### config.mk
export PLATFORM = sky130hd
export DESIGN_NAME = vlp_predecoder
export DESIGN_NICKNAME = d
export VERILOG_FILES = /design/src/rtl/vlp_pkg.sv /design/src/rtl/vlp_half_sel.sv /design/src/rtl/vlp_byte_ctr.sv /design/src/rtl/vlp_cb_track.sv /design/src/rtl/vlp_predecoder.sv
export SDC_FILE = /design/constraint.sdc
export NUM_CORES = 1
export LEC_CHECK = 0
export BUFFER_PORTS_ARGS = -buffer_cell sky130_fd_sc_hd__buf_2
export CORE_ASPECT_RATIO = 1.4
export CORE_MARGIN = 2
export CORE_UTILIZATION = 50
export DETAILED_ROUTE_END_ITERATION = 10
export PLACE_DENSITY = 0.75
export SLEW_MARGIN = 20
export SYNTH_ARGS = -nofsm -noshare
export SYNTH_HDL_FRONTEND = slang
export SYNTH_SLANG_ARGS = --single-unit
### constraint.sdc
create_clock -name clk_i -period 2.13 [get_ports clk_i]
set_input_delay 0.5325 -clock clk_i [delete_from_list [all_inputs] [get_ports clk_i]]
set_output_delay 0.5325 -clock clk_i [all_outputs]
set_load 0.05 [all_outputs]
### src/rtl/vlp_pkg.sv
package vlp_pkg;
  localparam logic [3:0] COND_ALWAYS = 4'hE;

  // Prefixes 11101, 11110, 11111 mark the first half of a 32-bit compressed insn
  function automatic logic is_wide_half(input logic [15:0] hw);
    return (hw[15:13] == 3'b111) && (hw[12:11] != 2'b00);
  endfunction

  function automatic logic [7:0] cb_step(input logic [7:0] st);
    if (st[2:0] == 3'b000) return 8'h00;
    return {st[7:5], st[3:0], 1'b0};
  endfunction
endpackage

### src/rtl/vlp_half_sel.sv
module vlp_half_sel #(
  parameter int WORD_W = 32,
  parameter int OFF_W  = 3
) (
  input  logic [WORD_W-1:0]   word_i,
  input  logic [OFF_W-1:0]    off_i,
  output logic [WORD_W/2-1:0] half_o,
  output logic                wide_o
);
  localparam int HALF_W = WORD_W / 2;
  localparam int HALVES = WORD_W / HALF_W;

  logic [HALF_W-1:0] halves [HALVES];

  for (genvar g = 0; g < HALVES; g++) begin : g_half
    assign halves[g] = word_i[g*HALF_W +: HALF_W];
  end

  assign half_o = halves[off_i[OFF_W-2:1]];
  assign wide_o = vlp_pkg::is_wide_half(half_o);
endmodule

### src/rtl/vlp_byte_ctr.sv
module vlp_byte_ctr #(
  parameter int BYTES = 4,
  parameter int OFF_W = 3
) (
  input  logic             clk_i,
  input  logic             rst_ni,
  input  logic             load_i,
  input  logic             consume_i,
  input  logic [OFF_W-1:0] amt_i,
  output logic [OFF_W-1:0] off_o,
  output logic             oob_o
);
  logic [OFF_W-1:0] off_nxt;
  assign off_nxt = off_o + amt_i;

  always_ff @(posedge clk_i or negedge rst_ni) begin
    if (!rst_ni) begin
      off_o <= '0;
      oob_o <= 1'b1;
    end else if (load_i) begin
      off_o <= '0;
      oob_o <= 1'b0;
    end else if (consume_i) begin
      off_o <= off_nxt;
      if (off_nxt == OFF_W'(BYTES)) oob_o <= 1'b1;
    end
  end
endmodule

### src/rtl/vlp_cb_track.sv
module vlp_cb_track #(
  parameter int HI_W = 6,
  parameter int LO_W = 2
) (
  input  logic                 clk_i,
  input  logic                 rst_ni,
  input  logic                 load_i,
  input  logic [HI_W-1:0]      hi_i,
  input  logic [LO_W-1:0]      lo_i,
  input  logic                 adv_i,
  output logic [HI_W+LO_W-1:0] state_o,
  output logic                 active_o
);
  always_ff @(posedge clk_i or negedge rst_ni) begin
    if (!rst_ni)      state_o <= '0;
    else if (load_i)  state_o <= {hi_i, lo_i};
    else if (adv_i)   state_o <= vlp_pkg::cb_step(state_o);
  end

  assign active_o = (state_o[3:0] != 4'h0);
endmodule

### src/rtl/vlp_predecoder.sv
module vlp_predecoder #(
  parameter int WORD_W  = 32,
  parameter int CB_HI_W = 6,
  parameter int CB_LO_W = 2
) (
  input  logic                       clk_i,
  input  logic                       rst_ni,
  input  logic                       word_valid_i,
  input  logic [WORD_W-1:0]          word_i,
  input  logic                       narrow_mode_i,
  input  logic [CB_HI_W-1:0]         cb_hi_i,
  input  logic [CB_LO_W-1:0]         cb_lo_i,
  input  logic                       take_i,
  output logic [WORD_W-1:0]          insn_o,
  output logic                       insn_ready_o,
  output logic [2:0]                 insn_size_o,
  output logic [3:0]                 cond_o,
  output logic [CB_HI_W+CB_LO_W-1:0] cb_tag_o,
  output logic                       cb_tag_valid_o,
  output logic                       need_more_o
);
  import vlp_pkg::*;

  localparam int HALF_W     = WORD_W / 2;
  localparam int BYTES      = WORD_W / 8;
  localparam int HALF_BYTES = BYTES / 2;
  localparam int OFF_W      = $clog2(BYTES) + 1;
  localparam int CB_W       = CB_HI_W + CB_LO_W;

  logic [WORD_W-1:0] word_q;
  logic              narrow_q;
  logic              pend_q;
  logic [HALF_W-1:0] hi_q;
  logic [OFF_W-1:0]  off_q;
  logic              oob_q;
  logic              load, step, take_ok;
  logic [HALF_W-1:0] half;
  logic              wide;
  logic [CB_W-1:0]   cb_state;
  logic              cb_active;

  logic [OFF_W-1:0]  amt;
  logic              complete, set_pend, clr_pend, cb_adv;
  logic [WORD_W-1:0] nxt_insn;
  logic [2:0]        nxt_size;
  logic [3:0]        nxt_cond;

  assign load    = word_valid_i && oob_q;
  assign step    = !oob_q && !insn_ready_o;
  assign take_ok = take_i && insn_ready_o;

  vlp_half_sel #(.WORD_W(WORD_W), .OFF_W(OFF_W)) u_sel (
    .word_i (word_q),
    .off_i  (off_q),
    .half_o (half),
    .wide_o (wide)
  );

  vlp_byte_ctr #(.BYTES(BYTES), .OFF_W(OFF_W)) u_ctr (
    .clk_i     (clk_i),
    .rst_ni    (rst_ni),
    .load_i    (load),
    .consume_i (step),
    .amt_i     (amt),
    .off_o     (off_q),
    .oob_o     (oob_q)
  );

  vlp_cb_track #(.HI_W(CB_HI_W), .LO_W(CB_LO_W)) u_cb (
    .clk_i    (clk_i),
    .rst_ni   (rst_ni),
    .load_i   (load),
    .hi_i     (cb_hi_i),
    .lo_i     (cb_lo_i),
    .adv_i    (cb_adv),
    .state_o  (cb_state),
    .active_o (cb_active)
  );

  always_comb begin
    amt      = '0;
    complete = 1'b0;
    set_pend = 1'b0;
    clr_pend = 1'b0;
    nxt_insn = '0;
    nxt_size = 3'(BYTES);
    nxt_cond = COND_ALWAYS;
    if (!narrow_q) begin
      amt      = OFF_W'(BYTES);
      complete = 1'b1;
      nxt_insn = word_q;
      nxt_cond = word_q[WORD_W-1 -: 4];
    end else if (pend_q) begin
      amt      = OFF_W'(HALF_BYTES);
      complete = 1'b1;
      clr_pend = 1'b1;
      nxt_insn = {hi_q, half};
    end else if (wide && off_q == '0) begin
      amt      = OFF_W'(BYTES);
      complete = 1'b1;
      nxt_insn = {word_q[HALF_W-1:0], word_q[WORD_W-1:HALF_W]};
    end else if (wide) begin
      amt      = OFF_W'(HALF_BYTES);
      set_pend = 1'b1;
    end else begin
      amt      = OFF_W'(HALF_BYTES);
      complete = 1'b1;
      nxt_insn = {{HALF_W{1'b0}}, half};
      nxt_size = 3'(HALF_BYTES);
    end
  end

  assign cb_adv = step && complete && narrow_q && cb_active;

  always_ff @(posedge clk_i or negedge rst_ni) begin
    if (!rst_ni) begin
      word_q   <= '0;
      narrow_q <= 1'b0;
      pend_q   <= 1'b0;
      hi_q     <= '0;
    end else begin
      if (load) begin
        word_q   <= word_i;
        narrow_q <= narrow_mode_i;
      end
      if (step && set_pend) begin
        pend_q <= 1'b1;
        hi_q   <= half;
      end else if (step && clr_pend) begin
        pend_q <= 1'b0;
      end
    end
  end

  always_ff @(posedge clk_i or negedge rst_ni) begin
    if (!rst_ni) begin
      insn_o         <= '0;
      insn_ready_o   <= 1'b0;
      insn_size_o    <= '0;
      cond_o         <= '0;
      cb_tag_o       <= '0;
      cb_tag_valid_o <= 1'b0;
    end else if (take_ok) begin
      insn_o         <= '0;
      insn_ready_o   <= 1'b0;
      cb_tag_o       <= '0;
      cb_tag_valid_o <= 1'b0;
    end else if (step && complete) begin
      insn_o         <= nxt_insn;
      insn_ready_o   <= 1'b1;
      insn_size_o    <= nxt_size;
      cond_o         <= nxt_cond;
      cb_tag_valid_o <= narrow_q && cb_active;
      cb_tag_o       <= (narrow_q && cb_active) ? cb_state : '0;
    end
  end

  assign need_more_o = oob_q;
endmodule

==> impl_metrics.py, run 1 <==
metrics = {
    "run_status": {
        "outcome": "finished, final reports clean",
    },
    "floorplan": {
        "num_rows": 42,
        "start_util": 0.516,
        "die_x_um": 87.5,
        "core_region_area_um2": 9460,
        "die-area_um2": 10600,
        "fp.dieH_um": 121,
        "io_pins": 95,
    },
    "clocking": {
        "clock_latency_ns": 0.35,
        "clkTransAtPathRegs_ns": 0.07,
        "clk_path_buf_depth": 2,
        "cts_max_level": 3,
        "cts_buffers": 9,
        "tritoncts": "yes",
        "cts.sinks": 109,
        "post_cts_resized": 0,
        "root_buffer": "clkbuf_16",
    },
    "critical_path": {
        "setup.worst_path.end_class": "flip-flop",
        "cp.arrival_ns": 2.23,
        "crit_fanout": 14,
        "critical_path_class": "reg2reg",
        "critPathRequiredTime_ns": 2.35,
        "startpoint_type": "flip-flop",
    },
    "timing": {
        "fmax_ghz": 0.498,
        "fin_crit_sh": 0.942,
        "finClkSkew_ns": 0.0101,
        "min_period_ns": 2.01,
        "grt_setup_unrepaired": "false",
        "setup_violations": 0,
        "timing.hold.ws_ns": 0.132,
        "tightest_slew_ns": 0.736,
        "tns_ns": 0,
        "final_hold_viol_count": 0,
        "worst_slack_ns": 0.123,
        "maxSlewHeadroom": 0.510,
        "maxSlewViolCount": 0,
    },
    "yosys": {
        "yosysWarnings": 0,
        "syn-num-nets": 532,
        "synth.area.top_cells": "dfrtp_1 (55%), nand2_1 (10%), o21ai_0 (4.5%), nand3_1 (3.2%), mux2i_1 (2.9%)",
        "synth.largest_area_cell": "dfrtp_1",
        "yosysSeqAreaShare": 0.559,
        "avgSynthCellArea_um2": 10.0,
        "synthDistinctLibCells": 48,
        "synth_top_area_share": 0.554,
        "ys_ff_latch": 109,
        "synth_cells": 486,
        "netlist_area_um2": 4880,
    },
    "placement": {
        "place_ws_ns": 0.0795,
        "gp_congestion": 0.894,
        "dp.cells": 677,
        "io_buffer_count": 93,
        "dp_hpwl_um": 8320,
        "placed_area_um2": 5490,
    },
    "drt": {
        "routed_wl_um": 11900,
        "drc": 0,
        "vias": 4004,
        "ant_nets": 0,
        "wl_per_cell_um": 17.2,
        "first_pass_iters": 4,
        "drt-initial-drc-count": 295,
        "viasPerCell": 5.75,
    },
    "grt": {
        "grt_overflow": 0,
        "grt_max_degree": 50,
        "grt_pass1_wl_um": 19500,
        "antenna_found_initial": 0,
        "grt_pass1_vias": 3989,
        "grt_use_total": 0.238,
    },
    "layout": {
        "stdcell_count": 696,
        "syn2layout_area_growth_pct": 18.9,
        "nFillCells": 812,
        "ff_latch_area_um2": 2730,
        "mostFrequentLayoutCells": "nand2_1 (132), dfrtp_1 (108), buf_2 (92), o21ai_0 (44), nand3_1 (31)",
        "final_area_um2": 5800,
        "multi_input_area_um2": 1920,
        "layout-drive-gt1-share": 0.258,
        "nNetsFinal": 627,
        "final_common_cell": "nand2_1",
        "diodes": 0,
    },
    "pwr": {
        "power_switching_w": 0.00442,
        "p_leak_nw": 2.96,
        "seq_power_share": 0.376,
        "clkPwrFrac": 0.166,
        "vdd_drop_max_v": 0.000871,
        "intPower_w": 0.00521,
        "powerDensity_nw_per_um2": 1660,
        "sw_frac_of_total": 0.459,
        "combPwrFrac": 0.458,
    },
    "run": {
        "drv_cap": 0,
    },
    "min_path": {
        "hp-class": "in2async",
    },
}
layer usage:
layer | up-vias | global-route usage | part of all wire
met5 | - | 0 | 0
met4 | 0 | 0.121 | 0.037
met3 | 35 | 0.0463 | 0.050
met2 | 119 | 0.380 | 0.50
met1 | 1955 | 0.304 | 0.41
li1 | 1895 | - | -
final cells by class:
cell class,instances,area share
multi-input combinational,338,0.332
inverter,6,0.00388
clock buffer,13,0.0466
clock inverter,3,0.00324
sequential,109,0.471
timing repair buffer,117,0.120
tap,110,0.0237
power by group through the flow:
stage | combinational [W] | sequential, W | clock [W]
after global placement | 0.00432 | 0.00360 | 0
after detailed placement | 0.00441 | 0.00364 | 0
final | 0.00441 | 0.00362 | 0.00159
after global routing | 0.00480 | 0.00372 | 0.00170
after CTS | 0.00443 | 0.00362 | 0.00162
after floorplan | 0.00220 | 0.00467 | 0
registers in the layout, summed over array words and instances (netlist names):
signal and count:
cb_tag_o 8, cb_tag_valid_o 1, cond_o 4, hi_q 16, insn_o 32, insn_ready_o 1, insn_size_o 2, narrow_q 1
pend_q 1, u_cb.state_o 8, u_ctr.off_o 2, u_ctr.oob_o 1, word_q 32
path summary, 6_finish.rpt:
check                      startpoint              end  slack, ns  cells after the start
setup / recovery           word_q[27]  u_cb.state_o[6]       0.12                      5
hold / removal                 rst_ni      cb_tag_o[5]       0.13                      1
setup reg to reg           word_q[27]  u_cb.state_o[6]       0.12                      5
hold reg to reg              hi_q[13]         hi_q[13]       0.47                      1
max in group asynchronous      rst_ni      u_ctr.oob_o       1.37                      2
min in group clk_i         word_i[16]       word_q[16]       0.37                      3
cell usage after synthesis (all sizes together):
master and number:
nand2 132, dfrtp 108, o21ai 62, nand3 31, buf 19, a22oi 15, clkbuf 14, mux2i 14
a21oi 11, a221o 11, a22o 11, nor2 9, a21o 8, inv 6, a32oi 3, nand2b 3
nor3 3, o21a 3, o2bb2ai 3, and3 2, nand4b 2, o31ai 2, a211o 1, a221oi 1
and2 1, conb 1, dfstp 1, ha 1, nor2b 1, nor4 1, o22ai 1, o32ai 1
o41ai 1, or3 1, or4 1, xor2 1
kinds of logic (layout without fill, tap and decap cells):
group,Yosys count,in the layout,synth area share
XOR/XNOR,1,1,0.00180
multiplexers,14,14,0.0287
adder cells (fa/ha/maj),1,1,0.00256
AND/OR/NAND/NOR,187,187,0.167
flip-flops,109,109,0.559
buffers and inverters,39,139,0.0467
AO/OA/AOI/OAI,134,134,0.193
other,1,1,0.000769
repair_timing:
action                                  4_1_cts  5_1_grt
endpoints found under the setup margin        0       14
setup buffers                                 0        3
hold buffers                                  0        0
worst max-delay path: stages, from the launching register on:
cell     delay [ns]
dfrtp_1        0.42
o21ai_0        0.32
o22ai_2        0.18
a21oi_2        0.53
and3_1         0.32
o21ai_0        0.12
stage by stage:
stage          utilization  power [W]
2_1_floorplan            -    0.00687
3_3_place_gp         0.580    0.00792
3_5_place_dp         0.580    0.00806
4_1_cts              0.611    0.00966
5_1_grt              0.613     0.0102
6_report             0.613    0.00963
Power figures use the tool's default switching activity.
==> run 2, diff against run 1 <==
PLACE_DENSITY = 0.78   (was 0.75)
clock period = 1.7 ns   (was 2.13 ns; I/O delays follow)
==> run 2 against run 1 <==
Effect of this change: the flow now finishes with violations (setup timing); critical path depth grew 2; sequential cell count unchanged; utilization up 3.3 points; largest power group unchanged; clock-buffer cell count fell by 3; largest cell class unchanged; fmax up 15%; global-route usage rose by 0.54 points; sequential share of layout area is 2.3 points lower; highest routed layer unchanged.
==> impl_metrics.py, run 2 (synthesized netlist as in run 1, its figures left out) <==
metrics = {
    "layout": {
        "layout-drive-gt1-share": 0.306,
        "diodes": 0,
        "nNetsFinal": 652,
        "syn2layout_area_growth_pct": 25.2,
        "mostFrequentLayoutCells": "nand2_1 (132), dfrtp_1 (105), buf_2 (92), buf_4 (38), o21ai_1 (34)",
        "nFillCells": 757,
        "multi_input_area_um2": 2010,
        "top_regs": "insn_o: 32 flops, word_q: 32 flops, hi_q: 16 flops",
        "stdcell_count": 721,
        "final_common_cell": "nand2_1",
        "ff_latch_area_um2": 2730,
    },
    "clocking": {
        "clock_latency_ns": 0.35,
        "cts_max_level": 3,
        "clk_path_buf_depth": 2,
        "tritoncts": "yes",
        "cts.sinks": 109,
        "root_buffer": "clkbuf_16",
        "clkTransAtPathRegs_ns": 0.07,
        "cts_buffers": 9,
    },
    "grt": {
        "antenna_found_initial": 0,
        "grt_overflow": 0,
        "grt_use_total": 0.243,
        "grt_max_degree": 47,
        "grt_pass1_vias": 4047,
        "grt_pass1_wl_um": 19900,
    },
    "drt": {
        "viasPerCell": 5.72,
        "drc": 0,
        "ant_nets": 0,
        "wl_per_cell_um": 17.3,
        "first_pass_iters": 4,
        "vias": 4122,
        "routed_wl_um": 12500,
        "drt-initial-drc-count": 304,
    },
    "timing": {
        "fin_crit_sh": 1.03,
        "setup_violations": 12,
        "tns_ns": -0.269,
        "finClkSkew_ns": 0.00730,
        "maxSlewViolCount": 0,
        "worst_slack_ns": -0.0460,
        "grt_setup_unrepaired": "true",
        "fmax_ghz": 0.573,
        "final_hold_viol_count": 0,
        "min_period_ns": 1.75,
    },
    "floorplan": {
        "die_x_um": 87.5,
        "start_util": 0.516,
        "core_region_area_um2": 9460,
        "die-area_um2": 10600,
        "num_rows": 42,
        "io_pins": 95,
        "fp.dieH_um": 121,
    },
    "run_status": {
        "violations": "setup timing",
        "outcome": "finished with violations",
    },
    "critical_path": {
        "setup.worst_path.end_class": "flip-flop",
        "startpoint_type": "flip-flop",
        "r2r_start": "u_ctr.off_o[1]",
        "critPathRequiredTime_ns": 1.94,
        "cp.arrival_ns": 1.99,
        "crit_start": "u_ctr.off_o[1]",
        "critical_path_class": "reg2reg",
        "crit_fanout": 16,
    },
    "min_path": {
        "min_from": "word_valid_i",
        "hp-class": "in2reg",
    },
    "pwr": {
        "powerDensity_nw_per_um2": 2090,
        "vdd_drop_max_v": 0.00132,
        "p_leak_nw": 3.10,
    },
    "placement": {
        "dp_hpwl_um": 8520,
        "dp.cells": 690,
        "io_buffer_count": 93,
        "gp_congestion": 0.893,
        "place_ws_ns": -0.162,
    },
    "run": {
        "drv_cap": 0,
    },
}
## run 2: cell count changes in the layout (fill, tap and decap cells not counted), sizes merged
cell         previous run  this run
buf                   117       139
o21a                    3         4
dlygate4sd3             0         1
inv                     6         9
clkinvlp                0         1
clkbuf                 13        11
clkinv                  3         2
## run 2: where the power goes
group          internal (W)  switching [W]  total (W)  leakage [nW]
clock               0.00104       0.000962    0.00201         0.140
sequential          0.00365       0.000910    0.00456          1.40
combinational       0.00221        0.00398    0.00619          1.55
total               0.00690        0.00585     0.0128          3.10
## run 2: per-stage QoR
stage                     area, um2  utilization  hold slack (ns)  total power (W)
after floorplan                4880            -            0.129          0.00861
after global placement         5590        0.590            0.369           0.0101
after detailed placement       5590        0.590            0.372           0.0103
after CTS                      5930        0.627            0.251           0.0123
after global routing           6110        0.646            0.266           0.0135
final                          6110        0.646            0.258           0.0128
## run 2: cell type report
| type | instances | share of cell area |
|---|---|---|
| Multi-Input combinational cell | 339 | 0.329 |
| Clock inverter | 6 | 0.00717 |
| Inverter | 6 | 0.00369 |
| Clock buffer | 10 | 0.0391 |
| Sequential cell | 109 | 0.447 |
| Timing Repair Buffer | 141 | 0.152 |
| Tap cell | 110 | 0.0225 |
## run 2: timing repair
action / in CTS / in global routing
pin swaps: 1 / 16
endpoints found under the setup margin: 32 / 44
hold buffers: 1 / 0
setup buffers: 5 / 7
resized for setup: 4 / 35
endpoints found under the hold margin: 7 / 0
gates cloned: 0 / 2
## run 2: layer usage
layer | vias to the layer above | wire, um | GRT usage
li1 | 1948 | - | -
met2 | 126 | 6570 | 0.407
met1 | 2020 | 4930 | 0.312
met3 | 28 | 582 | 0.0333
met5 | - | 0 | 0
met4 | 0 | 388 | 0.106
## run 2: final timing paths
path	end	slack, ns	depth (start not counted)
min reg2reg	hi_q[13]	0.48	1
max reg2reg	insn_o[28]	-0.05	7
min in group asynchronous	u_cb.state_o[6]	0.53	2
max in group asynchronous	pend_q	0.59	3
max	insn_o[28]	-0.05	7
min	u_ctr.oob_o	0.26	2
## run 2: worst max-delay path, stage by stage (launching register included)
cell and delay [ns]:
dfrtp_1 0.38, nand4b_4 0.22, buf_4 0.18, o22ai_4 0.18
a21oi_2 0.12, buf_12 0.16, nor2b_1 0.13, a211o_1 0.27
==> run 3, diff against run 2 <==
PLACE_DENSITY = 0.76   (was 0.78)
==> run 3 against run 2 <==
Effect of this change: the run still ends with setup timing left; first-iteration DRC count is 4.3% lower; power is 2.0% higher; combinational power is 3% higher; critical endpoint is now u_cb.state_o[2].
==> impl_metrics.py, run 3 (synthesized netlist as in run 1, its figures left out) <==
metrics = {
    "critical_path": {
        "worst-r2r-setup-slack_ns": -0.04,
        "rr_endpoint": "u_cb.state_o[2]",
        "setup.worst_path.end_class": "flip-flop",
        "critPathRequiredTime_ns": 1.94,
        "startpoint_type": "flip-flop",
        "critical_path_class": "reg2reg",
        "rr_worst_depth": 7,
        "r2r_start": "u_ctr.off_o[1]",
        "cp.arrival_ns": 1.98,
        "crit_fanout": 9,
    },
    "timing": {
        "worst_slack_ns": -0.0422,
        "min_period_ns": 1.74,
        "timing.hold.ws_ns": 0.0660,
        "tns_ns": -0.197,
        "fin_crit_sh": 1.02,
        "fmax_ghz": 0.574,
        "finClkSkew_ns": 0.00969,
        "final_hold_viol_count": 0,
        "grt_setup_unrepaired": "true",
        "setup_violations": 10,
        "maxSlewViolCount": 0,
    },
    "run_status": {
        "outcome": "finished with violations",
        "violations": "setup timing",
    },
    "clocking": {
        "cts_max_level": 3,
        "tritoncts": "yes",
        "root_buffer": "clkbuf_16",
        "cts_hold_buf": 0,
        "cts_buffers": 9,
        "clock_latency_ns": 0.35,
        "cts.sinks": 109,
        "clk_path_buf_depth": 2,
        "clkTransAtPathRegs_ns": 0.07,
    },
    "min_path": {
        "hp-class": "in2async",
    },
    "floorplan": {
        "num_rows": 42,
        "start_util": 0.516,
        "io_pins": 95,
        "core_region_area_um2": 9460,
        "die-area_um2": 10600,
        "die_x_um": 87.5,
        "fp.dieH_um": 121,
    },
    "layout": {
        "diodes": 0,
        "mostFrequentLayoutCells": "nand2_1 (132), dfrtp_1 (104), buf_2 (92), buf_4 (44), o21ai_0 (35)",
        "syn2layout_area_growth_pct": 26.7,
        "top_regs": "insn_o: 32 flops, word_q: 32 flops, hi_q: 16 flops",
        "nNetsFinal": 658,
        "final_common_cell": "nand2_1",
        "layout-drive-gt1-share": 0.318,
        "final_util": 0.654,
    },
    "grt": {
        "grt_use_total": 0.257,
        "grt_pass1_vias": 4400,
        "grt_max_degree": 61,
        "grt_overflow": 0,
        "grt_pass1_wl_um": 21100,
        "antenna_found_initial": 0,
    },
    "drt": {
        "top_layer": "met4",
        "first_pass_iters": 5,
        "route.met2.wl_um": 6750,
        "drc": 0,
        "ant_nets": 0,
        "viasPerCell": 5.84,
        "wl_per_cell_um": 17.8,
        "vias": 4249,
        "drt-initial-drc-count": 291,
        "wl_met3_um": 683,
        "wl_met1_um": 5130,
        "routed_wl_um": 12900,
    },
    "placement": {
        "dp_hpwl_um": 8670,
        "io_buffer_count": 93,
        "gp_congestion": 0.900,
    },
    "pwr": {
        "vdd_drop_max_v": 0.00128,
        "p_leak_nw": 3.13,
        "powerDensity_nw_per_um2": 2100,
    },
    "run": {
        "drv_cap": 0,
    },
}
## run 3: what timing repair did
action,CTS,global route
pin swaps,3,7
resized for setup,10,30
setup endpoints to repair,37,57
setup buffers,7,7
cloned,1,1
## run 3: worst max path at each step
stage / cells past startpoint / start / end / slack [ns]
after floorplan: 6 / insn_ready_o / u_cb.state_o[1] / 0.03
after global placement: 5 / u_ctr.off_o[1] / u_cb.state_o[7] / -0.10
after detailed placement: 5 / u_ctr.off_o[1] / u_cb.state_o[6] / -0.17
after CTS: 7 / u_ctr.off_o[1] / insn_o[23] / -0.05
after global routing: 7 / u_ctr.off_o[1] / u_cb.state_o[2] / -0.1
final: 7 / u_ctr.off_o[1] / u_cb.state_o[2] / -0.04
## run 3: layer usage
metal  vias up  global-route usage
met1      2122               0.318
met4         0               0.127
li1       1954                   -
met2       145               0.429
met3        28              0.0429
met5         -                   0
## run 3: where the power goes
group	switching, W	internal [W]
Combinational	0.00412	0.00225
Sequential	0.000871	0.00365
Clock	0.000887	0.00123
## run 3: worst max-delay path, stage by stage (launching register included)
cell      delay (ns)
dfrtp_1         0.39
nand4b_4        0.22
buf_6           0.16
o22ai_4         0.17
a21oi_4         0.14
buf_4           0.17
a22o_1          0.23
a21o_1          0.15
## run 3: area by class of cell
cell class,instances,area (um2)
clock buffer,15,268
clock inverter,1,30.0
fill,719,3280
inverter,6,22.5
multi-input combinational,340,2050
sequential,109,2730
tap,110,138
timing repair buffer,146,938
## run 3: stage by stage
step	instance area (um2)	setup WS [ns]	instances	power [W]
final	6180	-0.0422	727	0.0130
after global routing	6180	-0.0972	727	0.0138
after CTS	6020	-0.0481	719	0.0127
after detailed placement	5620	-0.171	695	0.0104
after global placement	5620	-0.103	695	0.0102
after floorplan	4880	0.0254	486	0.00861
